[src/rtl/flash_seq_pkg.sv]
package flash_seq_pkg;

  localparam logic [7:0] OP_STAT_LO  = 8'h05;
  localparam logic [7:0] OP_STAT_HI  = 8'h35;
  localparam logic [7:0] OP_WR_EN    = 8'h06;
  localparam logic [7:0] OP_STAT_WR  = 8'h01;
  localparam logic [7:0] OP_PAGE_PRG = 8'h02;
  localparam logic [7:0] OP_ERS_SEC  = 8'h20;
  localparam logic [7:0] OP_ERS_32K  = 8'h52;
  localparam logic [7:0] OP_ERS_64K  = 8'hD8;
  localparam logic [7:0] OP_ERS_ALL  = 8'hC7;

  localparam logic [2:0] KIND_SECTOR = 3'd0;
  localparam logic [2:0] KIND_BLK32  = 3'd1;
  localparam logic [2:0] KIND_BLK64  = 3'd2;
  localparam logic [2:0] KIND_CHIP   = 3'd3;
  localparam logic [2:0] KIND_PROG   = 3'd4;
  localparam logic [2:0] KIND_STATUS = 3'd5;

  typedef enum logic [2:0] {
    S_IDLE, S_ISSUE, S_WAIT, S_GAP, S_DONE
  } seq_state_t;

  typedef enum logic [2:0] {
    P_PREPOLL, P_RDLO, P_RDHI, P_WEN, P_OP, P_POSTPOLL
  } seq_step_t;

endpackage

[src/rtl/flash_seq_align.sv]
module flash_seq_align
  import flash_seq_pkg::*;
#(
  parameter int ADDR_W = 24,
  parameter int IN_W   = 32,
  parameter int SEC_B  = 12,
  parameter int B32_B  = 15,
  parameter int B64_B  = 16
) (
  input  logic [2:0]        kind,
  input  logic [IN_W-1:0]   raw_addr,
  output logic [ADDR_W-1:0] op_addr,
  output logic [7:0]        op_code
);

  logic [ADDR_W-1:0] masked;
  assign masked = raw_addr[ADDR_W-1:0];

  always_comb begin
    op_addr = masked;
    op_code = OP_PAGE_PRG;
    case (kind)
      KIND_SECTOR: begin
        op_addr = {masked[ADDR_W-1:SEC_B], {SEC_B{1'b0}}};
        op_code = OP_ERS_SEC;
      end
      KIND_BLK32: begin
        op_addr = {masked[ADDR_W-1:B32_B], {B32_B{1'b0}}};
        op_code = OP_ERS_32K;
      end
      KIND_BLK64: begin
        op_addr = {masked[ADDR_W-1:B64_B], {B64_B{1'b0}}};
        op_code = OP_ERS_64K;
      end
      KIND_CHIP: begin
        op_addr = '0;
        op_code = OP_ERS_ALL;
      end
      KIND_STATUS: begin
        op_addr = '0;
        op_code = OP_STAT_WR;
      end
      default: begin
        op_addr = masked;
        op_code = OP_PAGE_PRG;
      end
    endcase
  end

endmodule

[src/rtl/flash_seq_chunk.sv]
module flash_seq_chunk #(
  parameter int ADDR_W     = 24,
  parameter int LEN_W      = 16,
  parameter int PAGE_BYTES = 256
) (
  input  logic [ADDR_W-1:0]                 cur_addr,
  input  logic [LEN_W-1:0]                  remain,
  output logic [$clog2(PAGE_BYTES):0]       chunk
);

  localparam int PB = $clog2(PAGE_BYTES);
  localparam int CW = PB + 1;

  logic [CW-1:0] room;

  always_comb begin
    room  = CW'(PAGE_BYTES) - {1'b0, cur_addr[PB-1:0]};
    chunk = (remain < LEN_W'(room)) ? CW'(remain) : room;
  end

endmodule

[src/rtl/flash_seq_gap.sv]
module flash_seq_gap #(
  parameter int POLL_GAP = 4
) (
  input  logic clk,
  input  logic rst_n,
  input  logic run,
  output logic expired
);

  localparam int LIM = (POLL_GAP > 0) ? POLL_GAP : 1;
  localparam int CW  = $clog2(LIM + 1);

  logic [CW-1:0] cnt_q, cnt_d;

  assign expired = run && (cnt_q == CW'(LIM - 1));

  always_comb begin
    cnt_d = run ? (cnt_q + 1'b1) : '0;
  end

  always_ff @(posedge clk or negedge rst_n) begin
    if (!rst_n) cnt_q <= '0;
    else        cnt_q <= cnt_d;
  end

endmodule

[src/rtl/flash_op_seq.sv]
module flash_op_seq
  import flash_seq_pkg::*;
#(
  parameter int ADDR_W     = 24,
  parameter int LEN_W      = 16,
  parameter int PAGE_BYTES = 256,
  parameter int MEM_BYTES  = 32'h0080_0000,
  parameter int POLL_GAP   = 4,
  parameter int ENG_LEN_W  = $clog2(PAGE_BYTES) + 1
) (
  input  logic                 clk,
  input  logic                 rst_n,
  input  logic                 req_valid,
  output logic                 req_ready,
  input  logic [2:0]           req_kind,
  input  logic [31:0]          req_addr,
  input  logic [LEN_W-1:0]     req_len,
  input  logic [4:0]           req_prot,
  input  logic [1:0]           req_mode,
  input  logic                 req_quad,
  input  logic [7:0]           in_data,
  input  logic                 in_valid,
  output logic                 in_ready,
  output logic                 done,
  output logic                 err,
  output logic                 busy,
  output logic                 eng_start,
  output logic [7:0]           eng_op,
  output logic [ADDR_W-1:0]    eng_addr,
  output logic [ENG_LEN_W-1:0] eng_len,
  output logic [7:0]           eng_wdata,
  output logic                 eng_wvalid,
  input  logic                 eng_wready,
  input  logic                 eng_done,
  input  logic [7:0]           eng_rdata
);

  localparam int CW = $clog2(PAGE_BYTES) + 1;
  localparam int PB = $clog2(PAGE_BYTES);

  // reset: asynchronous assertion, synchronous release
  logic [1:0] rst_pipe_q;
  logic       rst_sync_n;
  always_ff @(posedge clk or negedge rst_n) begin
    if (!rst_n) rst_pipe_q <= 2'b00;
    else        rst_pipe_q <= {rst_pipe_q[0], 1'b1};
  end
  assign rst_sync_n = rst_pipe_q[1];

  seq_state_t        state_q, state_d;
  seq_step_t         step_q, step_d;
  logic [2:0]        kind_q, kind_d;
  logic [ADDR_W-1:0] addr_q, addr_d;
  logic [LEN_W-1:0]  remain_q, remain_d;
  logic [7:0]        op_q, op_d;
  logic [7:0]        lo_q, lo_d, hi_q, hi_d;
  logic [4:0]        prot_q, prot_d;
  logic [1:0]        mode_q, mode_d;
  logic              quad_q, quad_d;
  logic              err_q, err_d;
  logic [1:0]        widx_q, widx_d;

  logic [ADDR_W-1:0] al_addr;
  logic [7:0]        al_op;
  logic [CW-1:0]     chunk;
  logic              gap_run, gap_expired;
  logic              req_bad, accept;
  logic [32:0]       end_sum;
  logic              prog_xfer, stat_xfer, wr_fire;
  logic [7:0]        new_lo, new_hi;

  flash_seq_align #(.ADDR_W(ADDR_W), .IN_W(32)) u_align (
    .kind(req_kind), .raw_addr(req_addr), .op_addr(al_addr), .op_code(al_op)
  );

  flash_seq_chunk #(.ADDR_W(ADDR_W), .LEN_W(LEN_W), .PAGE_BYTES(PAGE_BYTES)) u_chunk (
    .cur_addr(addr_q), .remain(remain_q), .chunk(chunk)
  );

  assign gap_run = (state_q == S_GAP);
  flash_seq_gap #(.POLL_GAP(POLL_GAP)) u_gap (
    .clk(clk), .rst_n(rst_sync_n), .run(gap_run), .expired(gap_expired)
  );

  // request screening
  assign end_sum = {1'b0, req_addr} + 33'(req_len);
  always_comb begin
    req_bad = 1'b0;
    if (req_kind > KIND_STATUS) req_bad = 1'b1;
    else if (req_kind == KIND_PROG)
      req_bad = (req_len == '0) || (end_sum > 33'(MEM_BYTES));
  end

  assign req_ready = (state_q == S_IDLE);
  assign accept    = req_ready && req_valid;
  assign busy      = (state_q != S_IDLE);
  assign done      = (state_q == S_DONE);
  assign err       = err_q;

  // command presented to the engine
  assign eng_start = (state_q == S_ISSUE);
  always_comb begin
    eng_op   = OP_STAT_LO;
    eng_addr = '0;
    eng_len  = ENG_LEN_W'(1);
    case (step_q)
      P_RDHI: eng_op = OP_STAT_HI;
      P_WEN: begin
        eng_op  = OP_WR_EN;
        eng_len = '0;
      end
      P_OP: begin
        eng_op   = op_q;
        eng_addr = addr_q;
        if (kind_q == KIND_PROG)        eng_len = ENG_LEN_W'(chunk);
        else if (kind_q == KIND_STATUS) eng_len = ENG_LEN_W'(2);
        else                            eng_len = '0;
      end
      default: ;
    endcase
  end

  // data toward the engine
  assign new_lo    = {mode_q[0], prot_q, lo_q[1:0]};
  assign new_hi    = {hi_q[7:2], quad_q, mode_q[1]};
  assign prog_xfer = (state_q == S_WAIT) && (step_q == P_OP) && (kind_q == KIND_PROG);
  assign stat_xfer = (state_q == S_WAIT) && (step_q == P_OP) && (kind_q == KIND_STATUS);
  assign in_ready  = prog_xfer && eng_wready;
  assign wr_fire   = stat_xfer && eng_wvalid && eng_wready;
  always_comb begin
    eng_wvalid = 1'b0;
    eng_wdata  = 8'h00;
    if (prog_xfer) begin
      eng_wvalid = in_valid;
      eng_wdata  = in_data;
    end else if (stat_xfer) begin
      eng_wvalid = (widx_q < 2'd2);
      eng_wdata  = (widx_q == 2'd0) ? new_lo : new_hi;
    end
  end

  // next state
  always_comb begin
    state_d  = state_q;
    step_d   = step_q;
    kind_d   = kind_q;
    addr_d   = addr_q;
    remain_d = remain_q;
    op_d     = op_q;
    lo_d     = lo_q;
    hi_d     = hi_q;
    prot_d   = prot_q;
    mode_d   = mode_q;
    quad_d   = quad_q;
    err_d    = err_q;
    widx_d   = widx_q;
    case (state_q)
      S_IDLE: if (req_valid) begin
        kind_d   = req_kind;
        addr_d   = al_addr;
        op_d     = al_op;
        remain_d = req_len;
        prot_d   = req_prot;
        mode_d   = req_mode;
        quad_d   = req_quad;
        widx_d   = '0;
        step_d   = P_PREPOLL;
        err_d    = req_bad;
        state_d  = req_bad ? S_DONE : S_ISSUE;
      end
      S_ISSUE: state_d = S_WAIT;
      S_WAIT: begin
        if (wr_fire) widx_d = widx_q + 2'd1;
        if (eng_done) begin
          state_d = S_ISSUE;
          case (step_q)
            P_PREPOLL:
              if (eng_rdata[0]) state_d = S_GAP;
              else step_d = (kind_q == KIND_STATUS) ? P_RDLO : P_WEN;
            P_RDLO: begin
              lo_d   = eng_rdata;
              step_d = P_RDHI;
            end
            P_RDHI: begin
              hi_d   = eng_rdata;
              step_d = P_WEN;
            end
            P_WEN: step_d = P_OP;
            P_OP: begin
              step_d = P_POSTPOLL;
              if (kind_q == KIND_PROG) begin
                addr_d   = addr_q + ADDR_W'(chunk);
                remain_d = remain_q - LEN_W'(chunk);
              end
            end
            P_POSTPOLL:
              if (eng_rdata[0]) state_d = S_GAP;
              else if ((kind_q == KIND_PROG) && (remain_q != '0)) step_d = P_WEN;
              else state_d = S_DONE;
            default: state_d = S_DONE;
          endcase
        end
      end
      S_GAP:  if (gap_expired) state_d = S_ISSUE;
      S_DONE: state_d = S_IDLE;
      default: state_d = S_IDLE;
    endcase
  end

  // registers
  always_ff @(posedge clk or negedge rst_sync_n) begin
    if (!rst_sync_n) begin
      state_q  <= S_IDLE;
      step_q   <= P_PREPOLL;
      kind_q   <= '0;
      addr_q   <= '0;
      remain_q <= '0;
      op_q     <= '0;
      lo_q     <= '0;
      hi_q     <= '0;
      prot_q   <= '0;
      mode_q   <= '0;
      quad_q   <= 1'b0;
      err_q    <= 1'b0;
      widx_q   <= '0;
    end else begin
      state_q  <= state_d;
      step_q   <= step_d;
      kind_q   <= kind_d;
      addr_q   <= addr_d;
      remain_q <= remain_d;
      op_q     <= op_d;
      lo_q     <= lo_d;
      hi_q     <= hi_d;
      prot_q   <= prot_d;
      mode_q   <= mode_d;
      quad_q   <= quad_d;
      err_q    <= err_d;
      widx_q   <= widx_d;
    end
  end

  // assertion support: write enable seen since last modifying command
  logic is_mod_op, wen_armed_q;
  assign is_mod_op = (eng_op == OP_STAT_WR) || (eng_op == OP_PAGE_PRG) ||
                     (eng_op == OP_ERS_SEC) || (eng_op == OP_ERS_32K) ||
                     (eng_op == OP_ERS_64K) || (eng_op == OP_ERS_ALL);
  always_ff @(posedge clk or negedge rst_sync_n) begin
    if (!rst_sync_n)                           wen_armed_q <= 1'b0;
    else if (eng_start && eng_op == OP_WR_EN)  wen_armed_q <= 1'b1;
    else if (eng_start && is_mod_op)           wen_armed_q <= 1'b0;
  end

  AST_WEN_FIRST: assert property (@(posedge clk) disable iff (!rst_sync_n)
    (eng_start && is_mod_op) |-> wen_armed_q);
  AST_PAGE_BOUND: assert property (@(posedge clk) disable iff (!rst_sync_n)
    (eng_start && eng_op == OP_PAGE_PRG) |->
      (eng_len != '0) && ((32'(eng_addr[PB-1:0]) + 32'(eng_len)) <= PAGE_BYTES));
  AST_SECTOR_ALIGN: assert property (@(posedge clk) disable iff (!rst_sync_n)
    (eng_start && eng_op == OP_ERS_SEC) |-> (eng_addr[11:0] == '0));
  AST_BLOCK_ALIGN: assert property (@(posedge clk) disable iff (!rst_sync_n)
    (eng_start && (eng_op == OP_ERS_32K || eng_op == OP_ERS_64K)) |->
      (eng_addr[14:0] == '0) && (eng_op == OP_ERS_32K || eng_addr[15] == 1'b0));
  AST_CHIP_ZERO: assert property (@(posedge clk) disable iff (!rst_sync_n)
    (eng_start && eng_op == OP_ERS_ALL) |-> (eng_addr == '0));
  AST_STATUS_LEN: assert property (@(posedge clk) disable iff (!rst_sync_n)
    (eng_start && eng_op == OP_STAT_WR) |-> (eng_len == ENG_LEN_W'(2)));
  AST_REJECT: assert property (@(posedge clk) disable iff (!rst_sync_n)
    (accept && req_bad) |=> (done && err && !eng_start));
  AST_START_PULSE: assert property (@(posedge clk) disable iff (!rst_sync_n)
    eng_start |=> !eng_start);
  AST_DONE_PULSE: assert property (@(posedge clk) disable iff (!rst_sync_n)
    done |=> (!done && req_ready));

endmodule

[config.mk]
export PLATFORM = sky130hd
export DESIGN_NAME = flash_op_seq
export DESIGN_NICKNAME = d
export VERILOG_FILES = /design/src/rtl/flash_seq_pkg.sv /design/src/rtl/flash_seq_align.sv /design/src/rtl/flash_seq_chunk.sv /design/src/rtl/flash_seq_gap.sv /design/src/rtl/flash_op_seq.sv
export SDC_FILE = /design/constraint.sdc
export NUM_CORES = 1
export LEC_CHECK = 0
export BUFFER_PORTS_ARGS = -buffer_cell sky130_fd_sc_hd__buf_2
export CORE_MARGIN = 2
export CORE_UTILIZATION = 40
export DETAILED_ROUTE_END_ITERATION = 6
export MAX_ROUTING_LAYER = met4
export SYNTH_ARGS = -nofsm -noshare
export SYNTH_HDL_FRONTEND = slang
export SYNTH_SLANG_ARGS = --single-unit
[constraint.sdc]
create_clock -name clk -period 2.88 [get_ports clk]
set_input_delay 0.432 -clock clk [delete_from_list [all_inputs] [get_ports clk]]
set_output_delay 0.432 -clock clk [all_outputs]
set_load 0.1 [all_outputs]
==> metrics.csv, run 1 <==
stage,metric,value,unit
worst_setup_path,endpoint_kind,flop,
global_route,antenna_found_initial,0,
worst_setup_path,worstPathArrival,4.95,ns
timing,setup_viol,50,
placed_design,placed_cells,1453,
routing,drt_iter0_drc,645,
outcome,outcome,"finished, violations left",
worst_setup_path,r2r_start,addr_q[3],
clock_network,clock_sinks,81,
timing,fin_crit_sh,1.64,
routing,drc,0,
clock_network,numCtsBuffers,9,
clock_network,cts_buffer_depth,2,
clock_network,htree_levels,3,
worst_setup_path,path_max_fanout,5,
floorplan,start_util,0.406,
timing,fin_skew,0.00973,ns
floorplan,core,17900,um^2
cells_and_area,antennaDiodeCount,0,
timing,min_period,4.73,ns
worst_setup_path,crit_type,flop to flop,
floorplan,die_area,19300,um^2
synthesis,syn_area,7270,um^2
synthesis,async_reset_ff_frac,1.00,
synthesis,synth_flop_cell,dfrtp_1,
pwr,power.total,12.7,mW
placed_design,routabilityCongestion,0.987,
worst_setup_path,cpLargestDelayFamily,simple AND/OR/NAND/NOR gates,
global_route,grt_pass1_vias,8302,
pwr,peakVddDrop,0.793,mV
routing,postRouteAntennaNets,0,
timing,rsz0062_at_grt,yes,
global_route,track_usage,0.289,
worst_setup_path,crit_start,addr_q[3],
worst_setup_path,crit_required,3.10,ns
cells_and_area,area_growth,63.3,%
clock_network,clkTransAtPathRegs,0.07,ns
pwr,powerDensity,1070,nW/um^2
synthesis,avgSynthCellArea,7.81,um^2
worst_setup_path,path_buf_inv,5,
worst_setup_path,slowest_stage,or3_4,
clock_network,cts-root-buf,clkbuf_16,
synthesis,postSynthCellCount,931,
routing,dr_total_vias,8521,
worst_setup_path,cpPeakStageDelay,0.41,ns
routing,viasPerCell,5.68,
synthesis,yosysSeqAreaShare,0.279,
placed_design,numPortBuffers,136,
synthesis,synth_fp_nets,1062,
synthesis,ys_warn_count,0,
timing,fmax,0.211,GHz
hold_path,hold_path_class,primary input to flop,
synthesis,synth_seq_cells,81,
cells_and_area,instances_no_fill,1501,
timing,slew_headroom,0.268,
pwr,cellLeakagePower,5.37,nW
global_route,globalRoute.totalOverflow,0,
worst_setup_path,crit_path_start_kind,flop,
floorplan,num_rows,49,
hold_path,hp-start,req_prot[1],
floorplan,die_h,139,um
floorplan,io_pins,137,
synthesis,synth_edf_count,0,
global_route,grt_max_degree,80,
timing,worstMarginPinSlew,1.10,ns
cells_and_area,nNetsFinal,1398,
cells_and_area,drive_gt1_frac,0.458,
routing,wl_per_cell,18.8,um
flow_run,max_cap_viol_count,0,
outcome,violations,setup timing,
timing,hold_viol,0,
floorplan,die_w,139,um
routing,drtPass1Iterations,5,
timing,slew_violations,0,
routing,drt_wl_total,28100,um
placed_design,hpwl,20600,um
clock_network,insertion_delay,0.34,ns
timing,layout_setup_ws,-1.85,ns
clock_network,cts_tree,yes,
synthesis,synth.distinct_cells,80,
global_route,grt_pass1_wl,44100,um
[sequential cells by signal (all words and copies together), names as in the netlist]
register and count:
prot_q 5, remain_q 16, widx_q 2, step_q 3, kind_q 3, op_q 8, mode_q 2, err 1
u_gap.cnt_q 3, addr_q 24, lo_q 2, quad_q 1, hi_q 6, rst_pipe_q 2, state_q 3
[per-layer routing]
metal / part of all wire / routed length (um) / global-route usage / vias up
li1: - / - / - / 4047
met1: 0.45 / 12600 / 0.405 / 4068
met2: 0.46 / 12800 / 0.446 / 346
met3: 0.069 / 1950 / 0.0373 / 60
met4: 0.029 / 803 / 0.0728 / 0
met5: 0 / 0 / - / -
[stage by stage]
| stage | setup TNS [ns] | hold slack, ns | worst slack, ns | area [um^2] | util |
|---|---|---|---|---|---|
| 3_3_place_gp | -61.75 | 0.219 | -1.70 | 10400 | 0.583 |
| 4_1_cts | -61.72 | 0.264 | -1.67 | 11300 | 0.631 |
| 2_1_floorplan | -49.94 | 0.136 | -1.52 | 7610 | - |
| 3_5_place_dp | -65.63 | 0.220 | -1.83 | 10400 | 0.583 |
| 6_report | -69.13 | 0.272 | -1.85 | 11900 | 0.663 |
| 5_1_grt | -76.08 | 0.285 | -2.06 | 11900 | 0.663 |
[synth_stat cells, types with 8 or more instances]
cell type  number  area share
o21ai_0        66       0.045
buf_2          11      0.0076
nand4_1        15       0.013
mux2i_1        20       0.028
o21a_1          8      0.0083
mux2_2         11       0.017
a21oi_1        57       0.039
inv_1          47       0.024
a21o_1          9      0.0093
nor2_1         70       0.036
ha_1           47       0.081
o31ai_1        10       0.010
dfrtp_1        81        0.28
xnor2_1        18       0.022
xor2_1         10       0.012
nand3_1        25       0.017
and2_1         31       0.027
a211oi_1       14       0.014
nor3_1         28       0.019
and3_1         13       0.011
nand2_1       138       0.071
nor4_1         13       0.011
clkbuf_1       30       0.015
[power breakdown]
part | switching [mW] | internal (mW)
Combinational | 4.85 | 4.50
Clock | 0.516 | 0.685
Sequential | 0.485 | 1.63
[placed cells by master, fill, tap and decap left out, drive strengths merged, types with 9 or more instances in the layout]
master  count
inv        50
a21o        9
nand4      15
nor4       13
ha         47
xnor2      18
nand2     138
a21oi      58
xor2       10
nor3       29
mux2i      21
buf       374
nor2       71
o21ai      71
a211oi     14
mux2       12
clkbuf     10
o31ai      10
and2       31
dfrtp      81
and3       13
nand3      25
[tightest hold or removal path, stage by stage]
cell	delay (ns)
buf_2	0.08
nand2_1	0.04
nand2_1	0.04
[cell families (layout without fill, tap and decap cells)]
logic type                 Yosys count  count (layout)  share of synthesized area
buffers and inverters               98             439                     0.0545
other                                1               1                   0.000516
and+or+nand+nor                    380             380                      0.256
xor gates and xnor gates            28              28                     0.0337
DFF                                 81              81                      0.279
AOI/OAI and AO/OA                  260             260                      0.239
adders and majority gates           50              50                     0.0891
muxes                               33              33                     0.0485
[final cells by class]
type,count,area (um^2)
timing repair buffer,375,3080
sequential,81,2030
inverter,48,180
clock buffer,10,229
clock inverter,6,75.1
fill,1460,6030
multi-input combinational,752,6000
tap,229,287
[repair_timing]
action | 4_1_cts | 5_1_grt
resized for setup | 82 | 99
hold endpoints to repair | 2 | 0
pin swaps | 52 | 58
setup endpoints to repair | 52 | 52
setup buffers | 31 | 16
hold buffers | 1 | 0
[final timing paths]
path	endpoint	slack, ns	cells after the start
setup / recovery	addr_q[20]	-1.85	25
hold / removal	prot_q[1]	0.27	3
setup reg to reg	addr_q[20]	-1.85	25
hold reg to reg	rst_pipe_q[1]	0.35	0
max in group asynchronous	addr_q[4]	1.64	0
min in group asynchronous	rst_pipe_q[1]	0.40	2
No activity file was read; power rests on OpenSTA's default activity.
==> inputs of run 2 (changes only) <==
--- a/config.mk
+++ b/config.mk
@@ -6,6 +6,7 @@
 export NUM_CORES = 1
 export LEC_CHECK = 0
 export BUFFER_PORTS_ARGS = -buffer_cell sky130_fd_sc_hd__buf_2
+export CORE_ASPECT_RATIO = 1.1
 export CORE_MARGIN = 2
 export CORE_UTILIZATION = 40
 export DETAILED_ROUTE_END_ITERATION = 6
==> run 2 against run 1 <==
- cell count up 1.2%
- non-clock buffer count up 9
- global-route usage down 0.099 points
- the run still ends with setup timing left
- routed wire length up 0.80%
- largest cell class unchanged
- design area down 0.52%
- combinational power down 0.5%
- clock power down 8%
- die area about the same
- power down 1.2%
- core utilization up 0.26 points
- clock skew down 0.0017 ns
- first-iteration DRC count down 4.8%
==> metrics.csv, run 2 (same netlist as run 1, synthesis figures left out) <==
stage,metric,value,unit,change
cells_and_area,final-seq-area,2030,um^2,unchanged
cells_and_area,largest_register_ff_count,24,,unchanged
clock_network,clkTransAtPathRegs,0.06,ns,was 0.07 ns
global_route,grt_pass1_vias,8073,,"was 8,302"
routing,drtPass1Iterations,5,,unchanged
floorplan,die_h,145,um,was 139 um
global_route,use_met2,0.468,,was 0.446
hold_path,min_path_cells,3,,unchanged
global_route,antenna_found_initial,0,,unchanged
cells_and_area,num-fill-cells,1476,,"was 1,460"
worst_setup_path,rr_worst_depth,24,,was 25
global_route,track_usage,0.288,,was 0.289
timing,min_period,4.73,ns,about the same
worst_setup_path,crit_path_start_kind,flop,,unchanged
clock_network,htree_levels,3,,unchanged
floorplan,die_area,19300,um^2,about the same
timing,fin_crit_sh,1.64,,about the same
timing,hold_viol,0,,unchanged
timing,slew_headroom,0.475,,was 0.268
worst_setup_path,crit_required,3.12,ns,was 3.10 ns
hold_path,hold-path-endpoint,prot_q[3],,was prot_q[1]
clock_network,clock_sinks,81,,unchanged
routing,drt_wl_total,28400,um,"was 28,100 um"
flow_run,max_cap_viol_count,0,,unchanged
clock_network,insertion_delay,0.36,ns,was 0.34 ns
global_route,globalRoute.totalOverflow,0,,unchanged
pwr,powerDensity,1060,nW/um^2,was 1070 nW/um^2
worst_setup_path,r2r_slack,-1.85,ns,about the same
cells_and_area,area_growth,62.4,%,was 63.3%
timing,setup_viol,49,,was 50
clock_network,cts_buffer_depth,2,,unchanged
routing,postRouteAntennaNets,0,,unchanged
worst_setup_path,r2r_start,addr_q[2],,was addr_q[3]
floorplan,die_w,133,um,was 139 um
cells_and_area,nNetsFinal,1407,,"was 1,398"
global_route,grtUsageMet3,0.0491,,was 0.0373
floorplan,io_pins,137,,unchanged
timing,fmax,0.212,GHz,was 0.211 GHz
floorplan,num_rows,51,,was 49
outcome,outcome,"finished, violations left",,unchanged
cells_and_area,multiInputGateArea,5880,um^2,was 6000 um^2
global_route,grt_pass1_wl,43000,um,"was 44,100 um"
worst_setup_path,endpoint_kind,flop,,unchanged
pwr,cellLeakagePower,5.37,nW,about the same
placed_design,numPortBuffers,136,,unchanged
timing,slew_violations,0,,unchanged
clock_network,cts-root-buf,clkbuf_16,,unchanged
timing,worstMarginPinSlew,0.787,ns,was 1.10 ns
worst_setup_path,path_max_fanout,5,,unchanged
pwr,peakVddDrop,0.555,mV,was 0.793 mV
routing,dr_total_vias,8474,,"was 8,521"
hold_path,hold_path_class,primary input to flop,,unchanged
timing,layout_setup_ws,-1.85,ns,about the same
worst_setup_path,rr_endpoint,addr_q[20],,unchanged
placed_design,place_area,10400,um^2,about the same
cells_and_area,top_register,addr_q,,unchanged
worst_setup_path,worstPathArrival,4.97,ns,was 4.95 ns
floorplan,core,17700,um^2,"was 17,900 um^2"
routing,drt_iter0_drc,614,,was 645
placed_design,pre_cts_ws,-1.67,ns,was -1.83 ns
cells_and_area,final_area,11800,um^2,"was 11,900 um^2"
timing,rsz0062_at_grt,yes,,unchanged
cells_and_area,antennaDiodeCount,0,,unchanged
routing,wl_per_cell,18.7,um,was 18.8 um
hold_path,hp-start,req_prot[3],,was req_prot[1]
cells_and_area,layout_common_cells,"buf_4 (223), nand2_1 (134), buf_2 (100), dfrtp_1 (80), nor2_1 (60)",,"was buf_4 (216), nand2_1 (135), buf_2 (101), dfrtp_1 (80), nor2_1 (61)"
clock_network,numCtsBuffers,9,,unchanged
cells_and_area,final_common_cell,buf_4,,unchanged
global_route,grt_max_degree,43,,was 80
global_route,grt-busiest-layer,met2,,unchanged
worst_setup_path,crit_type,flop to flop,,unchanged
placed_design,routabilityCongestion,0.962,,was 0.987
outcome,violations,setup timing,,unchanged
floorplan,start_util,0.410,,was 0.406
cells_and_area,drive_gt1_frac,0.459,,was 0.458
timing,fin_skew,0.00804,ns,was 0.00973 ns
cells_and_area,top_regs,"addr_q (24), remain_q (16), op_q (8)",,unchanged
placed_design,hpwl,21100,um,"was 20,600 um"
routing,drc,0,,unchanged
routing,viasPerCell,5.58,,was 5.68
clock_network,cts_tree,yes,,unchanged
global_route,grtUsageMet1,0.380,,was 0.405
timing,fin_tns_setup,-67.67,ns,was -69.13 ns
-- run 2: worst max-delay path, cell delays in order, from the launching register on --
cell	delay (ns)
dfrtp_1	0.38
or3_4	0.41
nor2_4	0.11
nand2_2	0.09
nor3_4	0.22
inv_1	0.07
ha_2	0.16
or4_4	0.45
nor3_4	0.22
a21oi_4	0.13
buf_6	0.14
mux2_4	0.29
inv_2	0.08
ha_4	0.20
nor2b_4	0.12
o21ai_2	0.19
a21boi_2	0.10
o21ai_2	0.19
a21boi_2	0.09
o2111ai_2	0.19
nand2_2	0.11
buf_6	0.14
buf_6	0.12
and3_4	0.13
a311o_1	0.26
-- run 2: through the flow --
step                power (mW)  instances  utilization  hold WS (ns)
CTS                       11.5       1500        0.631         0.259
floorplan                 6.59        931            -         0.136
global route              13.3       1519        0.666         0.258
finish                    12.5       1519        0.666         0.260
detailed placement        9.30       1462        0.589         0.217
global placement          9.21       1462        0.589         0.217
-- run 2: how the worst max path moves through the flow --
stage / from / end / slack (ns) / depth (start not counted)
after detailed placement: addr_q[3] / addr_q[14] / -1.67 / 24
final: addr_q[2] / addr_q[20] / -1.85 / 24
after global routing: addr_q[2] / addr_q[20] / -2.02 / 24
after global placement: addr_q[3] / addr_q[20] / -1.55 / 23
after floorplan: addr_q[3] / addr_q[21] / -1.52 / 22
after CTS: addr_q[3] / addr_q[14] / -1.57 / 24
-- run 2: repair_timing --
item,4_1_cts,5_1_grt
gates resized for setup,79,99
buffers inserted,27,29
setup endpoints to repair,52,52
hold buffers,1,0
pin swaps,41,77
hold endpoints to repair,2,0
-- run 2: layer usage --
layer / vias to the layer above / wire [um] / part of all wire
li1: 4061 / - / -
met1: 4105 / 12600 / 0.44
met4: 0 / 464 / 0.016
met5: - / 0 / 0
met3: 37 / 1620 / 0.057
met2: 271 / 13700 / 0.48
-- run 2: power breakdown --
| part | total [mW] | switching, mW | internal, mW | leakage [nW] |
|---|---|---|---|---|
| combinational | 9.31 | 4.84 | 4.47 | 4.23 |
| clock | 1.10 | 0.514 | 0.588 | 0.133 |
| sequential | 2.12 | 0.483 | 1.63 | 1.01 |
-- run 2: final cells by class --
cell class / instances / share of cell area
clock buffer: 10 / 0.0194
clock inverter: 6 / 0.00371
inverter: 48 / 0.0152
multi-input combinational: 752 / 0.498
sequential: 81 / 0.172
tap: 238 / 0.0252
timing repair buffer: 384 / 0.267
==> inputs of run 3 (changes only) <==
--- a/config.mk
+++ b/config.mk
@@ -13,4 +13,5 @@
 export MAX_ROUTING_LAYER = met4
 export SYNTH_ARGS = -nofsm -noshare
 export SYNTH_HDL_FRONTEND = slang
+export SYNTH_HIERARCHICAL = 1
 export SYNTH_SLANG_ARGS = --single-unit
==> run 3 against run 2 <==
- the flow still finishes with violations (setup timing)
- die area up 2.8%
- non-clock buffer count fell by 2
- power decreased by 1.2%
- maximum frequency down 6.5%
- clock skew is essentially flat
- clock power grew 12%
- largest cell class unchanged
- highest routed layer unchanged
==> metrics.csv, run 3 <==
stage,metric,value,unit,change
global_route,grt_pass1_wl,45200,um,"was 43,000 um"
worst_setup_path,crit_path_start_kind,flop,,unchanged
cells_and_area,top_register,addr_q,,unchanged
pwr,pwr-share-comb,0.731,,was 0.743
routing,postRouteAntennaNets,0,,unchanged
synthesis,synth_seq_cells,81,,unchanged
hold_path,hp-start,req_prot[4],,was req_prot[3]
routing,drt_iter0_drc,665,,was 614
cells_and_area,largest_register_ff_count,24,,unchanged
worst_setup_path,path_buf_inv,4,,was 5
worst_setup_path,r2r_slack,-2.17,ns,was -1.85 ns
hold_path,min_path_cells,3,,unchanged
worst_setup_path,path_cells,"inv_2, ha_4, nand2_4, or3_4, or3_4, ha_4, or4_4, buf_4, nor3_4, nor2_4, mux2_4, buf_6, ha_4, inv_2, fa_2, nor2b_2, o21ai_2, a21oi_2, o21ai_2, a21boi_2, o2111a_2, o211ai_1, nor2_1, o31a_1",,"was or3_4, nor2_4, nand2_2, nor3_4, inv_1, ha_2, or4_4, nor3_4, a21oi_4, buf_6, mux2_4, inv_2, ha_4, nor2b_4, o21ai_2, a21boi_2, o21ai_2, a21boi_2, o2111ai_2, nand2_2, buf_6, buf_6, and3_4, a311o_1"
pwr,peakVddDrop,0.880,mV,was 0.555 mV
worst_setup_path,cp_common_cell,ha_4,,was buf_6
placed_design,numPortBuffers,136,,unchanged
cells_and_area,area_growth,58.8,%,was 62.4%
synthesis,async_reset_ff_frac,1.00,,unchanged
worst_setup_path,rr_worst_depth,24,,unchanged
cells_and_area,final_common_cell,buf_4,,unchanged
flow_run,max_cap_viol_count,0,,unchanged
timing,min_period,5.05,ns,was 4.73 ns
clock_network,clkTransAtPathRegs,0.07,ns,was 0.06 ns
timing,slew_headroom,0.259,,was 0.475
hold_path,hold-path-endpoint,prot_q[4],,was prot_q[3]
worst_setup_path,r2r_start,addr_q[0],,was addr_q[2]
floorplan,start_util,0.408,,was 0.410
worst_setup_path,slowest_stage,or4_4,,unchanged
synthesis,synth.distinct_cells,86,,was 80
floorplan,core,18300,um^2,"was 17,700 um^2"
timing,worstMarginPinSlew,1.08,ns,was 0.787 ns
floorplan,io_pins,137,,unchanged
timing,slew_violations,0,,unchanged
pwr,p_int,6.55,mW,was 6.69 mW
cells_and_area,layout_common_cells,"buf_4 (215), nand2_1 (136), buf_2 (115), dfrtp_1 (79), nor2_1 (60)",,"was buf_4 (223), nand2_1 (134), buf_2 (100), dfrtp_1 (80), nor2_1 (60)"
pwr,power.total,12.4,mW,was 12.5 mW
synthesis,synth_xor_area_frac,0.0256,,was 0.0337
worst_setup_path,cpLargestDelayFamily,simple AND/OR/NAND/NOR gates,,unchanged
routing,viasPerCell,5.74,,was 5.58
cells_and_area,antennaDiodeCount,0,,unchanged
worst_setup_path,crit_required,3.12,ns,about the same
timing,hold_viol,0,,unchanged
global_route,track_usage,0.296,,was 0.288
worst_setup_path,endpoint_kind,flop,,unchanged
routing,drt_wl_total,29900,um,"was 28,400 um"
floorplan,num_rows,52,,was 51
synthesis,synth_top_family_by_area,simple AND/OR/NAND/NOR gates,,unchanged
placed_design,pre_cts_ws,-2.22,ns,was -1.67 ns
synthesis,synth_flop_cell,dfrtp_1,,unchanged
worst_setup_path,cpPeakStageDelay,0.44,ns,was 0.45 ns
routing,wl_per_cell,19.2,um,was 18.7 um
global_route,globalRoute.totalOverflow,0,,unchanged
synthesis,yosysSeqAreaShare,0.271,,was 0.279
pwr,power.share.sequential,0.170,,was 0.169
placed_design,hpwl,21700,um,"was 21,100 um"
synthesis,postSynthCellCount,973,,was 931
global_route,antenna_found_initial,0,,unchanged
worst_setup_path,path_max_fanout,5,,unchanged
synthesis,yosys.cell_count.top_type,nand2_1,,unchanged
pwr,p_sw_frac,0.471,,was 0.466
cells_and_area,top_regs,"addr_q (24), remain_q (16), op_q (8)",,unchanged
floorplan,die_area,19800,um^2,"was 19,300 um^2"
outcome,violations,setup timing,,unchanged
global_route,grt_pass1_vias,8693,,"was 8,073"
clock_network,clock_sinks,81,,unchanged
timing,fin_crit_sh,1.75,,was 1.64
worst_setup_path,crit_type,flop to flop,,unchanged
synthesis,synth_edf_count,0,,unchanged
timing,fmax,0.198,GHz,was 0.212 GHz
global_route,grt_max_degree,51,,was 43
clock_network,cts_buffer_depth,2,,unchanged
synthesis,post-synth-top-area-cell,dfrtp_1,,unchanged
pwr,powerDensity,1040,nW/um^2,was 1060 nW/um^2
timing,rsz0062_at_grt,yes,,unchanged
cells_and_area,final_util,0.647,,was 0.666
synthesis,synth-compound-area-share,0.254,,was 0.239
clock_network,cts_tree,yes,,unchanged
pwr,clkPwrFrac,0.099,,was 0.088
worst_setup_path,worstPathArrival,5.29,ns,was 4.97 ns
synthesis,avgSynthCellArea,7.69,um^2,was 7.81 um^2
clock_network,numCtsBuffers,9,,unchanged
synthesis,synthSimpleGateAreaFrac,0.276,,was 0.256
cells_and_area,drive_gt1_frac,0.440,,was 0.459
synthesis,ys_warn_count,6,,was 0
timing,fin_skew,0.00841,ns,was 0.00804 ns
routing,drtPass1Iterations,5,,unchanged
floorplan,die_w,134,um,was 133 um
placed_design,routabilityCongestion,0.949,,was 0.962
clock_network,cts-root-buf,clkbuf_16,,unchanged
clock_network,htree_levels,3,,unchanged
synthesis,synthMuxAreaShare,0.0391,,was 0.0485
cells_and_area,num-fill-cells,1538,,"was 1,476"
floorplan,die_h,147,um,was 145 um
synthesis,synthTopCellsByCount,"nand2_1 (141), dfrtp_1 (81), o21ai_0 (74)",,"was nand2_1 (138), dfrtp_1 (81), nor2_1 (70)"
routing,dr_total_vias,8959,,"was 8,474"
synthesis,syn_area,7480,um^2,was 7270 um^2
timing,setup_viol,52,,was 49
synthesis,netlist_top_cells_area,"dfrtp_1 (27%), ha_1 (7.7%), nand2_1 (7.1%)",,"was dfrtp_1 (28%), ha_1 (8.1%), nand2_1 (7.1%)"
outcome,outcome,"finished, violations left",,unchanged
routing,drc,0,,unchanged
synthesis,synth_fp_nets,1103,,"was 1,062"
timing,layout_setup_ws,-2.17,ns,was -1.85 ns
clock_network,insertion_delay,0.35,ns,was 0.36 ns
hold_path,hold_path_class,primary input to flop,,unchanged
worst_setup_path,rr_endpoint,addr_q[20],,unchanged
pwr,cellLeakagePower,5.64,nW,was 5.37 nW
pwr,p_sw,5.83,mW,about the same
synthesis,synthAdderAreaFrac,0.0849,,was 0.0891
cells_and_area,nNetsFinal,1444,,"was 1,407"
synthesis,yosysTopAreaCellShare,0.271,,was 0.279
timing,fin_tns_setup,-87.69,ns,was -67.67 ns
## run 3: stage by stage
step / instances / hold WS (ns) / cell area, um^2
after global placement: 1492 / 0.217 / 10300
final: 1562 / 0.268 / 11900
after floorplan: 973 / 0.136 / 7810
after CTS: 1539 / 0.266 / 11300
after detailed placement: 1492 / 0.222 / 10300
after global routing: 1562 / 0.276 / 11900
## run 3: layout make-up
cell class                 count  area (um^2)  share of cell area
clock inverter                 6         73.8             0.00621
tap                          243          304              0.0256
inverter                      43          166              0.0140
timing repair buffer         382         2970               0.250
multi-input combinational    797         6110               0.514
sequential                    81         2030               0.171
clock buffer                  10          229              0.0193
## run 3: cells by family (layout without fill, tap and decap cells)
group                    count (synthesis)  after routing
AO/OA/AOI/OAI                          287            287
XOR/XNOR                                21             21
adder cells (fa/ha/maj)                 49             49
buffers and inverters                   95            441
flip-flops                              81             81
multiplexers                            27             27
other                                    1              1
AND/OR/NAND/NOR                        412            412
## run 3: power by group through the flow
stage | clock, mW | sequential, mW | combinational (mW)
2_1_floorplan | 0 | 2.07 | 4.16
3_3_place_gp | 0 | 2.07 | 6.31
3_5_place_dp | 0 | 2.09 | 6.39
4_1_cts | 1.23 | 2.08 | 7.43
5_1_grt | 1.29 | 2.16 | 9.58
6_report | 1.23 | 2.10 | 9.04
## run 3: how the worst max path moves through the flow
| stage | startpoint | end | depth (start not counted) |
|---|---|---|---|
| 2_1_floorplan | addr_q[0] | addr_q[14] | 23 |
| 3_3_place_gp | addr_q[1] | remain_q[12] | 22 |
| 3_5_place_dp | addr_q[0] | remain_q[12] | 23 |
| 4_1_cts | addr_q[0] | addr_q[23] | 21 |
| 5_1_grt | addr_q[0] | addr_q[20] | 24 |
| 6_report | addr_q[0] | addr_q[20] | 24 |
## run 3: per-layer routing
| metal | routed length, um | vias to the layer above | track usage | part of all wire |
|---|---|---|---|---|
| li1 | - | 4235 | - | - |
| met4 | 1160 | 0 | 0.102 | 0.039 |
| met1 | 12300 | 4347 | 0.371 | 0.41 |
| met3 | 1540 | 70 | 0.0291 | 0.052 |
| met5 | 0 | - | - | 0 |
| met2 | 14900 | 307 | 0.501 | 0.50 |
## run 3: worst min-delay path, stage by stage
cell,delay (ns)
buf_2,0.07
nand2_1,0.04
nand2_1,0.04
## run 3: repair_timing
item                                    CTS  global route
buffers inserted                         31            29
endpoints found under the setup margin   52            52
endpoints found under the hold margin     2             0
gates cloned                              0             0
hold buffers                              1             0
pin swaps                                48            64
gates resized for setup                  92           103
